$ cat src/rtl/lt_pkg.sv
package lt_pkg;
  localparam int BYTE_W_DEF = 8;

  localparam logic [1:0] A_CNT_LO = 2'd0;
  localparam logic [1:0] A_CNT_HI = 2'd1;
  localparam logic [1:0] A_LAT_LO = 2'd2;
  localparam logic [1:0] A_LAT_HI = 2'd3;

  typedef enum logic [1:0] {
    M_ONESHOT = 2'b00,
    M_FREE    = 2'b01,
    M_PULSE   = 2'b10,
    M_SQUARE  = 2'b11
  } lt_mode_e;
endpackage

$ cat src/rtl/lt_regif.sv
module lt_regif
  import lt_pkg::*;
#(
  parameter int BYTE_W = BYTE_W_DEF
) (
  input  logic              sel,
  input  logic              wr,
  input  logic [1:0]        addr,
  input  logic [BYTE_W-1:0] cnt_lo,
  input  logic [BYTE_W-1:0] cnt_hi,
  input  logic [BYTE_W-1:0] lat_lo,
  input  logic [BYTE_W-1:0] lat_hi,
  output logic              ld_lo,
  output logic              ld_hi_lat,
  output logic              arm_wr,
  output logic              clr_acc,
  output logic [BYTE_W-1:0] rdata
);
  logic wr_acc, rd_acc, rd_lo;

  always_comb begin
    wr_acc    = sel & wr;
    rd_acc    = sel & ~wr;
    ld_lo     = wr_acc & ((addr == A_CNT_LO) | (addr == A_LAT_LO));
    ld_hi_lat = wr_acc & (addr == A_LAT_HI);
    arm_wr    = wr_acc & (addr == A_CNT_HI);
    rd_lo     = rd_acc & (addr == A_CNT_LO);
    clr_acc   = arm_wr | rd_lo;
  end

  always_comb begin
    unique case (addr)
      A_CNT_LO: rdata = cnt_lo;
      A_CNT_HI: rdata = cnt_hi;
      A_LAT_LO: rdata = lat_lo;
      default:  rdata = lat_hi;
    endcase
  end
endmodule

$ cat src/rtl/lt_counter.sv
module lt_counter
  import lt_pkg::*;
#(
  parameter int BYTE_W = BYTE_W_DEF,
  localparam int CNT_W = 2 * BYTE_W
) (
  input  logic              clk,
  input  logic              rst_ni,
  input  logic [BYTE_W-1:0] wdata,
  input  logic              ld_lo,
  input  logic              ld_hi_lat,
  input  logic              arm_wr,
  input  logic              free_run,
  output logic [CNT_W-1:0]  cnt,
  output logic [BYTE_W-1:0] lat_lo,
  output logic [BYTE_W-1:0] lat_hi,
  output logic              uf,
  output logic              fire
);
  localparam logic [CNT_W-1:0] CNT_ONE = {{(CNT_W-1){1'b0}}, 1'b1};

  logic [CNT_W-1:0]  cnt_q, cnt_d;
  logic [BYTE_W-1:0] lat_lo_q, lat_lo_d, lat_hi_q, lat_hi_d;
  logic              lat_lo_en, lat_hi_en;
  logic              armed_q, armed_d;

  always_comb begin
    uf        = ~arm_wr & (cnt_q == '0);
    fire      = uf & (free_run | armed_q);
    lat_lo_en = ld_lo;
    lat_lo_d  = wdata;
    lat_hi_en = ld_hi_lat | arm_wr;
    lat_hi_d  = wdata;
    if (arm_wr)
      cnt_d = {wdata, lat_lo_q};
    else if (uf)
      cnt_d = free_run ? {lat_hi_q, lat_lo_q} : '1;
    else
      cnt_d = cnt_q - CNT_ONE;
    if (arm_wr)
      armed_d = 1'b1;
    else if (uf & ~free_run)
      armed_d = 1'b0;
    else
      armed_d = armed_q;
  end

  always_ff @(posedge clk or negedge rst_ni) begin
    if (!rst_ni) begin
      cnt_q   <= '0;
      armed_q <= 1'b0;
    end else begin
      cnt_q   <= cnt_d;
      armed_q <= armed_d;
    end
  end

  always_ff @(posedge clk or negedge rst_ni) begin
    if (!rst_ni) begin
      lat_lo_q <= '0;
      lat_hi_q <= '0;
    end else begin
      if (lat_lo_en) lat_lo_q <= lat_lo_d;
      if (lat_hi_en) lat_hi_q <= lat_hi_d;
    end
  end

  assign cnt    = cnt_q;
  assign lat_lo = lat_lo_q;
  assign lat_hi = lat_hi_q;
endmodule

$ cat src/rtl/lt_flag_pin.sv
module lt_flag_pin
  import lt_pkg::*;
(
  input  logic     clk,
  input  logic     rst_ni,
  input  lt_mode_e mode,
  input  logic     fire,
  input  logic     arm_wr,
  input  logic     clr_acc,
  output logic     flag,
  output logic     pin
);
  logic flag_q, flag_d;
  logic pin_q, pin_d;

  always_comb begin
    if (fire)
      flag_d = 1'b1;
    else if (clr_acc)
      flag_d = 1'b0;
    else
      flag_d = flag_q;

    pin_d = pin_q;
    if (arm_wr & mode[1])
      pin_d = 1'b0;
    else if (fire & (mode == M_PULSE))
      pin_d = 1'b1;
    else if (fire & (mode == M_SQUARE))
      pin_d = ~pin_q;
  end

  always_ff @(posedge clk or negedge rst_ni) begin
    if (!rst_ni) begin
      flag_q <= 1'b0;
      pin_q  <= 1'b1;
    end else begin
      flag_q <= flag_d;
      pin_q  <= pin_d;
    end
  end

  assign flag = flag_q;
  assign pin  = mode[1] ? pin_q : 1'b1;
endmodule

$ cat src/rtl/lat_interval_timer.sv
module lat_interval_timer
  import lt_pkg::*;
#(
  parameter int BYTE_W = BYTE_W_DEF
) (
  input  logic              clk,
  input  logic              rst_n,
  input  logic              bus_sel,
  input  logic              bus_wr,
  input  logic [1:0]        bus_addr,
  input  logic [BYTE_W-1:0] bus_wdata,
  output logic [BYTE_W-1:0] bus_rdata,
  input  logic              mode_ld,
  input  logic [1:0]        mode_in,
  output logic              tmo_flag,
  output logic              tmo_clr,
  output logic              wave_out
);
  localparam int CNT_W = 2 * BYTE_W;

  logic [1:0]        rst_sync;
  logic              rst_sync_n;
  lt_mode_e          mode_q, mode_d;
  logic              mode_en;
  logic [CNT_W-1:0]  cnt;
  logic [BYTE_W-1:0] lat_lo, lat_hi;
  logic              ld_lo, ld_hi_lat, arm_wr, clr_acc, uf, fire;

  always_ff @(posedge clk or negedge rst_n) begin
    if (!rst_n) rst_sync <= 2'b00;
    else        rst_sync <= {rst_sync[0], 1'b1};
  end
  assign rst_sync_n = rst_sync[1];

  always_comb begin
    mode_en = mode_ld;
    mode_d  = lt_mode_e'(mode_in);
  end

  always_ff @(posedge clk or negedge rst_sync_n) begin
    if (!rst_sync_n)  mode_q <= M_ONESHOT;
    else if (mode_en) mode_q <= mode_d;
  end

  lt_regif #(.BYTE_W(BYTE_W)) u_regif (
    .sel       (bus_sel),
    .wr        (bus_wr),
    .addr      (bus_addr),
    .cnt_lo    (cnt[BYTE_W-1:0]),
    .cnt_hi    (cnt[CNT_W-1:BYTE_W]),
    .lat_lo    (lat_lo),
    .lat_hi    (lat_hi),
    .ld_lo     (ld_lo),
    .ld_hi_lat (ld_hi_lat),
    .arm_wr    (arm_wr),
    .clr_acc   (clr_acc),
    .rdata     (bus_rdata)
  );

  lt_counter #(.BYTE_W(BYTE_W)) u_cnt (
    .clk       (clk),
    .rst_ni    (rst_sync_n),
    .wdata     (bus_wdata),
    .ld_lo     (ld_lo),
    .ld_hi_lat (ld_hi_lat),
    .arm_wr    (arm_wr),
    .free_run  (mode_q[0]),
    .cnt       (cnt),
    .lat_lo    (lat_lo),
    .lat_hi    (lat_hi),
    .uf        (uf),
    .fire      (fire)
  );

  lt_flag_pin u_fp (
    .clk     (clk),
    .rst_ni  (rst_sync_n),
    .mode    (mode_q),
    .fire    (fire),
    .arm_wr  (arm_wr),
    .clr_acc (clr_acc),
    .flag    (tmo_flag),
    .pin     (wave_out)
  );

  assign tmo_clr = clr_acc;

  logic unused_uf;
  assign unused_uf = uf;
endmodule

$ cat config.mk
export PLATFORM = sky130hd
export DESIGN_NAME = lat_interval_timer
export DESIGN_NICKNAME = d
export VERILOG_FILES = /design/src/rtl/lt_pkg.sv /design/src/rtl/lt_regif.sv /design/src/rtl/lt_counter.sv /design/src/rtl/lt_flag_pin.sv /design/src/rtl/lat_interval_timer.sv
export SDC_FILE = /design/constraint.sdc
export NUM_CORES = 1
export LEC_CHECK = 0
export CORE_MARGIN = 2
export CORE_UTILIZATION = 50
export CTS_CLUSTER_DIAMETER = 60
export DETAILED_ROUTE_END_ITERATION = 10
export PLACE_DENSITY = 0.73
export SLEW_MARGIN = 5
export SYNTH_ARGS = -nofsm -noshare
export SYNTH_HDL_FRONTEND = slang
export SYNTH_SLANG_ARGS = --single-unit
$ cat constraint.sdc
create_clock -name clk -period 2.1 [get_ports clk]
set_input_delay 0.315 -clock clk [delete_from_list [all_inputs] [get_ports clk]]
set_output_delay 0.315 -clock clk [all_outputs]
set_load 0.1 [all_outputs]
==> reports/metrics.cfg, run 1 <==
[setup_path]
cp_top_family=simple AND/OR/NAND/NOR gates
worstPathArrival_ns=2.21
r2r-start=u_cnt.cnt[4]
cp-end-kind=flop
r2r_slack_ns=0.08
reg2reg_depth=4
worstPathMaxFanout=7
cp-start-kind=flop
worstSetupPathType=flop to flop
path_common_cell=or4_4
slowest_delay_ns=0.59
critPathRequiredTime_ns=2.29
cp_slowest_cell=or4_4
crit_chain=or4_4, or4_4, o32ai_1, a21oi_1
r2r_end=u_cnt.cnt[13]
critPathBufInv=0

[detailed_routing]
drcViolationCount=0
drt-total-wl_mm=5.85
first_pass_iters=7
dr.first_iter.drc_count=160
via_per_inst=6.36
vias=1819
postRouteAntennaNets=0
wire_per_inst_um=20.4

[outcome]
outcome=finished, final reports clean

[timing]
relSlewSlack_pct=66.3
slew_violations=0
setup_tns_ns=0
holdWs_ns=0.162
hold_violations=0
tightestPinTransition_ns=0.504
skew_ns=0.0151
timing.final.ws_setup_ns=0.0779
setup_viol_count_final=0
rsz0062_at_grt=no
finalCritPeriodShare_pct=96.3
fmax_mhz=495
min_period_ns=2.02

[logic_synthesis]
avgSynthCellArea_sq_um=11.9
synth.yosys.seq_area_share_pct=44.7
synth_cells=184
yosysUniqueCellTypes=46
yosys_warnings=0
synth-edff-count=0
synth_top_area_share_pct=43.5
ys_top_cells_by_area=dfrtp_1, mux2_2, mux4_2
ys.flop_type=dfrtp_1
synth_top_area_cell=dfrtp_1
synthesis.area_sq_um=2190
yosys_register_bits=39
async_flop_share_pct=100
synth_nets=203

[grt]
antenna_found_initial=0
grt_use_met1_pct=34.8
met2_usage_pct=41.0
grtUsageTotal_pct=25.4
busiest_layer=met2
grt_pass1_wl_mm=9.70
overflow=0
grt_max_degree=20
met3_usage_pct=4.91
grt_pass1_vias=1913

[die]
die_h_um=70.2
placementRows=24
pin_count=28
core-area_sq_um=4290
start_util_pct=51.0
die_w_um=70.2
dieArea_sq_um=4920

[clock_tree]
tritoncts=yes
htreeDepth=2
cts_buffer_depth=2
clkLatencyLatePin_ns=0.30
root_buffer=clkbuf_8
clk_pin_slew_ns=0.09
hold_buffers=0
cts_setup_buffers=0
cts_sinks=39
cts_inserted_buffers=5

[final_layout]
drive_above_1_share_pct=33.8
diodes=0
nFillCells=322
final_area_sq_um=2910
final_common_cell=dfrtp_1
nNetsFinal=252
layout_common_cells=dfrtp_1, buf_4, mux2_2
area_delta_synth_final_pct=33.0

[power]
ir_drop_v=0.000640
p_leak_nw=1.16
p_per_area_nw_per_um2=1100

[min_path]
hp-class=input port to async pin

[run]
cap_violations=0

[placed_design]
dp_hpwl_mm=4.38
place_ws_ns=-0.00686
gp_congestion=0.928
placed_area_sq_um=2780
numPortBuffers=27

==> kinds of logic after synthesis <==
| kind of cell | Yosys count | share of synthesized area [%] |
|---|---|---|
| mux | 26 | 17.7 |
| fa+ha+maj | 2 | 1.14 |
| other cells | 1 | 0.171 |
| flops | 39 | 44.7 |
| compound gates | 39 | 13.3 |
| buf+inv | 13 | 2.57 |
| xor+xnor | 10 | 4.00 |
| simple gates | 54 | 16.5 |
==> Yosys cell counts, types with 2 or more instances <==
library cell and n:
a211oi_1 2, o31ai_1 3, nand4_1 3, nor4_1 3
a2bb2oi_1 9, ha_1 2, nand2_1 10, dfrtp_1 38
nand2b_1 2, o32ai_1 5, mux2_2 18, mux4_2 7
a21oi_1 8, o22ai_1 2, nor3b_1 2, or4_4 2
nand3_1 3, nand4b_1 2, and2_1 2, nor4b_1 2
xnor2_1 4, nor2_1 7, o21a_1 2, clkbuf_1 7
nand3b_1 5, o21ai_0 3, xor2_1 6, nor3_1 4
inv_1 4
==> stage by stage <==
| step | power, mW | cells | util, % |
|---|---|---|---|
| floorplan | 1.98 | 184 | - |
| global placement | 2.48 | 278 | 64.8 |
| detailed placement | 2.53 | 278 | 64.8 |
| CTS | 3.18 | 286 | 67.5 |
| global route | 3.31 | 286 | 67.8 |
| finish | 3.19 | 286 | 67.8 |
==> how the worst max path moves through the flow <==
stage | from | end | slack, ns | cells past startpoint
6_report | u_cnt.cnt[4] | u_cnt.cnt[13] | 0.08 | 4
5_1_grt | u_cnt.cnt[13] | u_cnt.cnt[0] | 0.05 | 5
4_1_cts | bus_addr[0] | bus_rdata[0] | 0.01 | 4
3_5_place_dp | bus_addr[0] | bus_rdata[5] | -0.007 | 4
3_3_place_gp | bus_addr[0] | bus_rdata[0] | -0.00006 | 4
2_1_floorplan | u_cnt.cnt[4] | u_fp.pin_q | 0.009 | 5
==> flip-flops by register name (all words and copies together), names as in the netlist <==
name           flops
u_cnt.cnt         16
u_cnt.lat_hi       8
u_cnt.lat_lo       8
mode_q             2
rst_sync           2
u_cnt.armed_q      1
u_fp.flag          1
u_fp.pin_q         1
==> layout make-up <==
type	instances	area, sq um	share of cell area (%)
flip-flops and latches	39	977	33.6
inverters	4	15.0	0.516
multi-input cells	132	1170	40.2
well taps	52	65.1	2.24
repair buffers	51	567	19.5
clock inverters	3	47.5	1.63
clock buffers	5	68.8	2.36
==> worst register-to-register path: cells and delay by family, from the launching register on <==
kind	cells	cell delay, ns
AND/OR/NAND/NOR	2	1.12
flip-flops	1	0.39
AO/OA/AOI/OAI	2	0.42
==> routing by layer <==
layer | part of all wire [%] | vias to the layer above
met1 | 43 | 913
met5 | 0 | -
met3 | 5.8 | 15
met4 | 1.8 | 0
li1 | - | 811
met2 | 49 | 80
==> power breakdown <==
part           leakage, nW  switching, mW  internal (mW)
Sequential           0.450          0.194          0.919
Combinational        0.653          0.784          0.635
Clock               0.0587          0.297          0.360
==> timing repair <==
item                                    in CTS  in global routing
resized for setup                            2                  2
endpoints found under the setup margin       4                  5
pin swaps                                    0                  2
Note: power is estimated with default switching activity, not from simulation.
==> run 2, diff against run 1 <==
--- a/config.mk
+++ b/config.mk
@@ -5,11 +5,13 @@
 export SDC_FILE = /design/constraint.sdc
 export NUM_CORES = 1
 export LEC_CHECK = 0
+export CELL_PAD_IN_SITES_DETAIL_PLACEMENT = 0
+export CELL_PAD_IN_SITES_GLOBAL_PLACEMENT = 1
 export CORE_MARGIN = 2
-export CORE_UTILIZATION = 50
+export CORE_UTILIZATION = 44
 export CTS_CLUSTER_DIAMETER = 60
 export DETAILED_ROUTE_END_ITERATION = 10
-export PLACE_DENSITY = 0.73
+export PLACE_DENSITY_LB_ADDON = 0.1
 export SLEW_MARGIN = 5
 export SYNTH_ARGS = -nofsm -noshare
 export SYNTH_HDL_FRONTEND = slang
==> run 2 against run 1 <==
  * Critical endpoint is now bus_rdata[4]
  * First-iteration DRC count is 18% lower
  * Die area grew 13%
  * Worst hold slack improved by 0.018 ns
  * Register-to-register slack barely moved
  * Core utilization shrank 6.0 points
  * Routed wire length shrank 2.3%
  * Fmax down 0.56%
  * Sequential share of layout area is 0.33 points lower
  * Largest power group unchanged
  * Cell count is 5.6% higher
  * Largest cell class unchanged
==> reports/metrics.cfg, run 2 (same netlist as run 1, synthesis figures left out) <==
[setup_path]
critPathRequiredTime_ns=1.78  ; -0.51 ns
worstSetupStartpoint=bus_addr[0]
worstSetupPathType=input port to primary output
worstPathArrival_ns=1.72  ; -0.49 ns
r2r_end=u_cnt.cnt[0]
setup.worst_path.end=bus_rdata[4]
worstPathMaxFanout=10  ; +3
reg2reg_depth=6  ; +2
cp-end-kind=primary output
r2r_slack_ns=0.08  ; about the same
r2r-start=u_cnt.cnt[4]
cp-start-kind=input port

[timing]
finalCritPeriodShare_pct=96.8  ; +0.54 points
fmax_mhz=492  ; -0.56%
hold_violations=0  ; unchanged
setup_tns_ns=0  ; unchanged
skew_ns=0.00831  ; -0.00682 ns
setup_viol_count_final=0  ; unchanged
relSlewSlack_pct=65.0  ; -1.3 points
min_period_ns=2.03  ; +0.0114 ns
rsz0062_at_grt=yes
slew_violations=0  ; unchanged
tightestPinTransition_ns=0.523  ; +0.0187 ns

[clock_tree]
clk_pin_slew_ns=0.08  ; about the same
cts_sinks=39  ; unchanged
clkLatencyLatePin_ns=0.29  ; about the same
htreeDepth=2  ; unchanged
cts_buffer_depth=2  ; unchanged
tritoncts=yes
root_buffer=clkbuf_8
cts_inserted_buffers=5  ; unchanged

[die]
start_util_pct=46.0  ; -4.9 points
die_h_um=74.5  ; +6.2%
placementRows=25  ; +4.2%
core-area_sq_um=4750  ; +11%
pin_count=28  ; unchanged
die_w_um=74.5  ; +6.2%
dieArea_sq_um=5550  ; +13%

[grt]
grt_pass1_wl_mm=9.39  ; -3.2%
overflow=0  ; unchanged
grt_pass1_vias=1841  ; -3.8%
grtUsageTotal_pct=22.9  ; -2.5 points
antenna_found_initial=0  ; unchanged
grt_max_degree=38  ; +90%

[detailed_routing]
via_per_inst=5.89  ; -7.4%
first_pass_iters=4  ; -3
vias=1778  ; -2.3%
drcViolationCount=0  ; unchanged
drt-total-wl_mm=5.71  ; -2.3%
wire_per_inst_um=18.9  ; -7.5%
postRouteAntennaNets=0  ; unchanged
dr.first_iter.drc_count=132  ; -18%

[power]
p_leak_nw=1.15  ; -0.74%
ir_drop_v=0.000560  ; -13%
p_per_area_nw_per_um2=1050  ; -4.0%

[min_path]
hp-class=input port to async pin

[final_layout]
layout_common_cells=dfrtp_1, buf_4, mux2_2
drive_above_1_share_pct=35.3  ; +1.6 points
final_common_cell=dfrtp_1
diodes=0  ; unchanged
final_core_util_pct=61.8  ; -6.0 points
nNetsFinal=253  ; +0.40%
nFillCells=398  ; +24%
layoutNonFillerInstCount=302  ; +5.6%
final_area_sq_um=2940  ; +0.99%
largest_register_ffs=16  ; unchanged
area_delta_synth_final_pct=34.3

[placed_design]
gp_congestion=0.858  ; -7.6%
placed_area_sq_um=2800  ; +0.67%
numPortBuffers=27  ; unchanged
place_inst=293  ; +5.4%
dp_hpwl_mm=4.22  ; -3.8%

[outcome]
outcome=finished, final reports clean

[run]
cap_violations=0  ; unchanged

-- run 2: changes by cell type in the layout (fill, tap and decap cells not counted), moves of 2 or more --
cell / before / now
buf_4: 23 / 25
clkbuf_8: 5 / 7
o32ai_1: 4 / 2
o32ai_2: 1 / 3
-- run 2: cell type report --
type                            count  area [sq um]  area share (%)
Clock inverter                      1          7.51           0.255
Clock buffer                        7          96.3            3.28
Inverter                            4          15.0           0.511
Tap cell                           67          83.8            2.85
Multi-Input combinational cell    132          1190            40.5
Sequential cell                    39           977            33.2
Timing Repair Buffer               52           568            19.3
-- run 2: worst max-delay path, stage by stage --
cell             delay (ns)
clkdlybuf4s50_1        0.50
buf_12                 0.16
mux4_2                 0.54
buf_12                 0.19
-- run 2: how the worst min path moves through the flow --
stage,startpoint,end
2_1_floorplan,rst_n,rst_sync[0]
3_3_place_gp,rst_sync[1],u_cnt.armed_q
3_5_place_dp,rst_sync[1],u_cnt.armed_q
4_1_cts,rst_n,rst_sync[0]
5_1_grt,rst_n,rst_sync[1]
6_report,rst_n,rst_sync[0]
-- run 2: metrics by stage --
step / hold WS (ns) / setup slack [ns] / total power [mW]
6_report: 0.181 / 0.0665 / 3.09
5_1_grt: 0.172 / -0.0188 / 3.24
4_1_cts: 0.173 / 0.0424 / 3.09
3_5_place_dp: 0.315 / -0.0254 / 2.52
3_3_place_gp: 0.304 / -0.00220 / 2.49
2_1_floorplan: 0.0194 / 0.00935 / 1.98
-- run 2: metal layers --
layer / up-vias / global-route usage (%) / part of all wire, %
li1: 809 / - / -
met1: 910 / 33.4 / 45
met2: 53 / 34.0 / 48
met3: 6 / 5.56 / 6.3
met4: 0 / 6.94 / 0.96
met5: - / 0 / 0
-- run 2: repair_timing --
action | in CTS | in global routing
buffers inserted | 0 | 1
endpoints found under the setup margin | 2 | 8
pin swaps | 1 | 2
hold buffers | 0 | 0
gates resized for setup | 1 | 4
-- run 2: report_power, final --
part / leakage, nW / internal [mW] / total, mW / switching (mW)
logic: 0.652 / 0.642 / 1.43 / 0.787
clock network: 0.0505 / 0.299 / 0.567 / 0.268
registers: 0.450 / 0.919 / 1.10 / 0.176
total: 1.15 / 1.86 / 3.09 / 1.23
==> run 3, diff against run 2 <==
--- a/config.mk
+++ b/config.mk
@@ -8,11 +8,11 @@
 export CELL_PAD_IN_SITES_DETAIL_PLACEMENT = 0
 export CELL_PAD_IN_SITES_GLOBAL_PLACEMENT = 1
 export CORE_MARGIN = 2
-export CORE_UTILIZATION = 44
+export CORE_UTILIZATION = 50
 export CTS_CLUSTER_DIAMETER = 60
 export DETAILED_ROUTE_END_ITERATION = 10
+export DONT_BUFFER_PORTS = 1
 export PLACE_DENSITY_LB_ADDON = 0.1
-export SLEW_MARGIN = 5
 export SYNTH_ARGS = -nofsm -noshare
 export SYNTH_HDL_FRONTEND = slang
 export SYNTH_SLANG_ARGS = --single-unit
==> run 3 against run 2 <==
  * Fmax rose by 0.38%
  * Worst hold slack lost 0.043 ns
  * Final area shrank 15%
  * Non-clock buffer count is 29 lower
  * Clock power is essentially flat
  * Sequential power is essentially flat
  * Clock-buffer cell count grew 1
  * Register-to-register slack hardly changed
  * Critical path depth is the same
  * Cell count shrank 15%
==> reports/metrics.cfg, run 3 (same netlist as run 1, synthesis figures left out) <==
[grt]
grt_pass1_vias=1687  ; -8.4%
grtUsageTotal_pct=24.8  ; +1.9 points
grt_max_degree=38  ; unchanged
overflow=0  ; unchanged
antenna_found_initial=0  ; unchanged
grt_pass1_wl_mm=9.23  ; -1.8%

[final_layout]
largest_register_ffs=16  ; unchanged
drive_above_1_share_pct=31.1  ; -4.3 points
layout_common_cells=dfrtp_1, buf_4, mux2_2
area_delta_synth_final_pct=14.5
nNetsFinal=224  ; -11%
diodes=0  ; unchanged
nFillCells=371  ; -6.8%
final_common_cell=dfrtp_1

[clock_tree]
cts_sinks=39  ; unchanged
tritoncts=yes
root_buffer=clkbuf_8
cts_setup_buffers=0  ; unchanged
cts_buffer_depth=2  ; unchanged
clk_pin_slew_ns=0.08  ; about the same
clkLatencyLatePin_ns=0.30  ; about the same
cts_inserted_buffers=5  ; unchanged
htreeDepth=2  ; unchanged

[timing]
min_period_ns=2.03  ; -0.00773 ns
skew_ns=0.00563  ; -0.00269 ns
fmax_mhz=494  ; +0.38%
setup_viol_count_final=0  ; unchanged
setup_tns_ns=0  ; unchanged
hold_violations=0  ; unchanged
tightestPinTransition_ns=0.563  ; +0.0397 ns
holdWs_ns=0.138  ; -0.0427 ns
slew_violations=0  ; unchanged
relSlewSlack_pct=62.4  ; -2.7 points
rsz0062_at_grt=no
finalCritPeriodShare_pct=96.5  ; -0.37 points

[die]
die_h_um=70.2  ; -5.9%
start_util_pct=51.0  ; +4.9 points
die_w_um=70.2  ; -5.9%
placementRows=24  ; -4.0%
pin_count=28  ; unchanged
dieArea_sq_um=4920  ; -11%
core-area_sq_um=4290  ; -9.7%

[detailed_routing]
first_pass_iters=4  ; unchanged
postRouteAntennaNets=0  ; unchanged
wire_per_inst_um=21.6  ; +14%
drt-total-wl_mm=5.57  ; -2.4%
via_per_inst=6.33  ; +7.6%
vias=1634  ; -8.1%
dr.first_iter.drc_count=100  ; -24%
drcViolationCount=0  ; unchanged

[setup_path]
cp-start-kind=flop
worstPathArrival_ns=2.26  ; +0.54 ns
worstSetupPathType=flop to flop
worstPathMaxFanout=7  ; -3
cp-end-kind=flop
critPathRequiredTime_ns=2.33  ; +0.55 ns

[min_path]
hp-class=input port to flop

[power]
clockPowerShare_pct=20.1  ; +1.8 points
switching_power_mw=1.17  ; -4.6%
combinationalPowerShare_pct=40.8  ; -5.4 points
ir_drop_v=0.000540  ; -3.6%
seq_power_share_pct=39.1  ; +3.7 points
p_leak_nw=0.978  ; -15%
netSwitchingFraction_pct=41.6  ; +1.9 points
p_per_area_nw_per_um2=1120  ; +6.9%
p_int_mw=1.64  ; -12%

[run]
cap_violations=0  ; unchanged

[placed_design]
dp_hpwl_mm=4.04  ; -4.2%
gp_congestion=0.912  ; +6.4%
numPortBuffers=0  ; -100%

[outcome]
outcome=finished, final reports clean

==> run 3: cell count changes in the layout (fill, tap and decap cells not counted), sizes merged <==
cell and change:
dlygate4sd3 +1, clkinvlp -1, clkbuf +1, buf -14, clkdlybuf4s50 -16
==> run 3: metrics by stage <==
step                      power, mW  cells  setup slack [ns]  instance area, sq um  util, %
after floorplan                1.98    184           0.00935                  2200        -
after global placement         2.24    249            0.0959                  2390     55.6
after detailed placement       2.25    249            0.0398                  2390     55.6
after CTS                      2.82    258            0.0219                  2500     58.2
after global routing           2.94    258           0.00276                  2510     58.4
final                          2.82    258            0.0743                  2510     58.4
==> run 3: final cells by class <==
type | count | area, sq um | area share, %
sequential | 39 | 977 | 39.0
inverter | 4 | 15.0 | 0.599
tap | 52 | 65.1 | 2.60
multi-input combinational | 132 | 1170 | 46.8
clock buffer | 8 | 100 | 3.99
timing repair buffer | 23 | 175 | 6.99
==> run 3: layer usage <==
layer | vias to the layer above | track usage (%) | wire [um]
met1 | 814 | 35.6 | 2550
met3 | 12 | 6.49 | 340
met2 | 56 | 36.5 | 2570
li1 | 752 | - | -
met4 | 0 | 9.19 | 114
met5 | - | 0 | 0
==> run 3: what timing repair did <==
action | 4_1_cts | 5_1_grt
hold buffers | 1 | 0
gates resized for setup | 0 | 1
endpoints found under the setup margin | 0 | 3
endpoints found under the hold margin | 2 | 0
==> run 3: worst paths after layout <==
check	start	end	slack [ns]	cells after the start
max reg2reg	u_cnt.cnt[4]	u_fp.pin_q	0.07	4
min in group asynchronous	rst_n	rst_sync[0]	0.24	1
min reg2reg	rst_sync[1]	u_cnt.lat_hi[3]	0.29	1
min	bus_wdata[7]	u_cnt.cnt[15]	0.14	2
max	u_cnt.cnt[4]	u_fp.pin_q	0.07	4
max in group asynchronous	rst_sync[1]	u_fp.pin_q	1.46	1
==> run 3: critical path, cell delays in order (launching register included) <==
cell	delay, ns
dfrtp_1	0.38
or4_4	0.57
or4_4	0.53
nor4b_4	0.32
a2bb2oi_2	0.16
==> run 3: power groups by stage <==
stage | logic (mW) | clock network (mW) | registers (mW)
finish | 1.15 | 0.566 | 1.10
global route | 1.21 | 0.604 | 1.13
floorplan | 0.892 | 0 | 1.09
CTS | 1.15 | 0.574 | 1.10
detailed placement | 1.14 | 0 | 1.11
global placement | 1.13 | 0 | 1.10
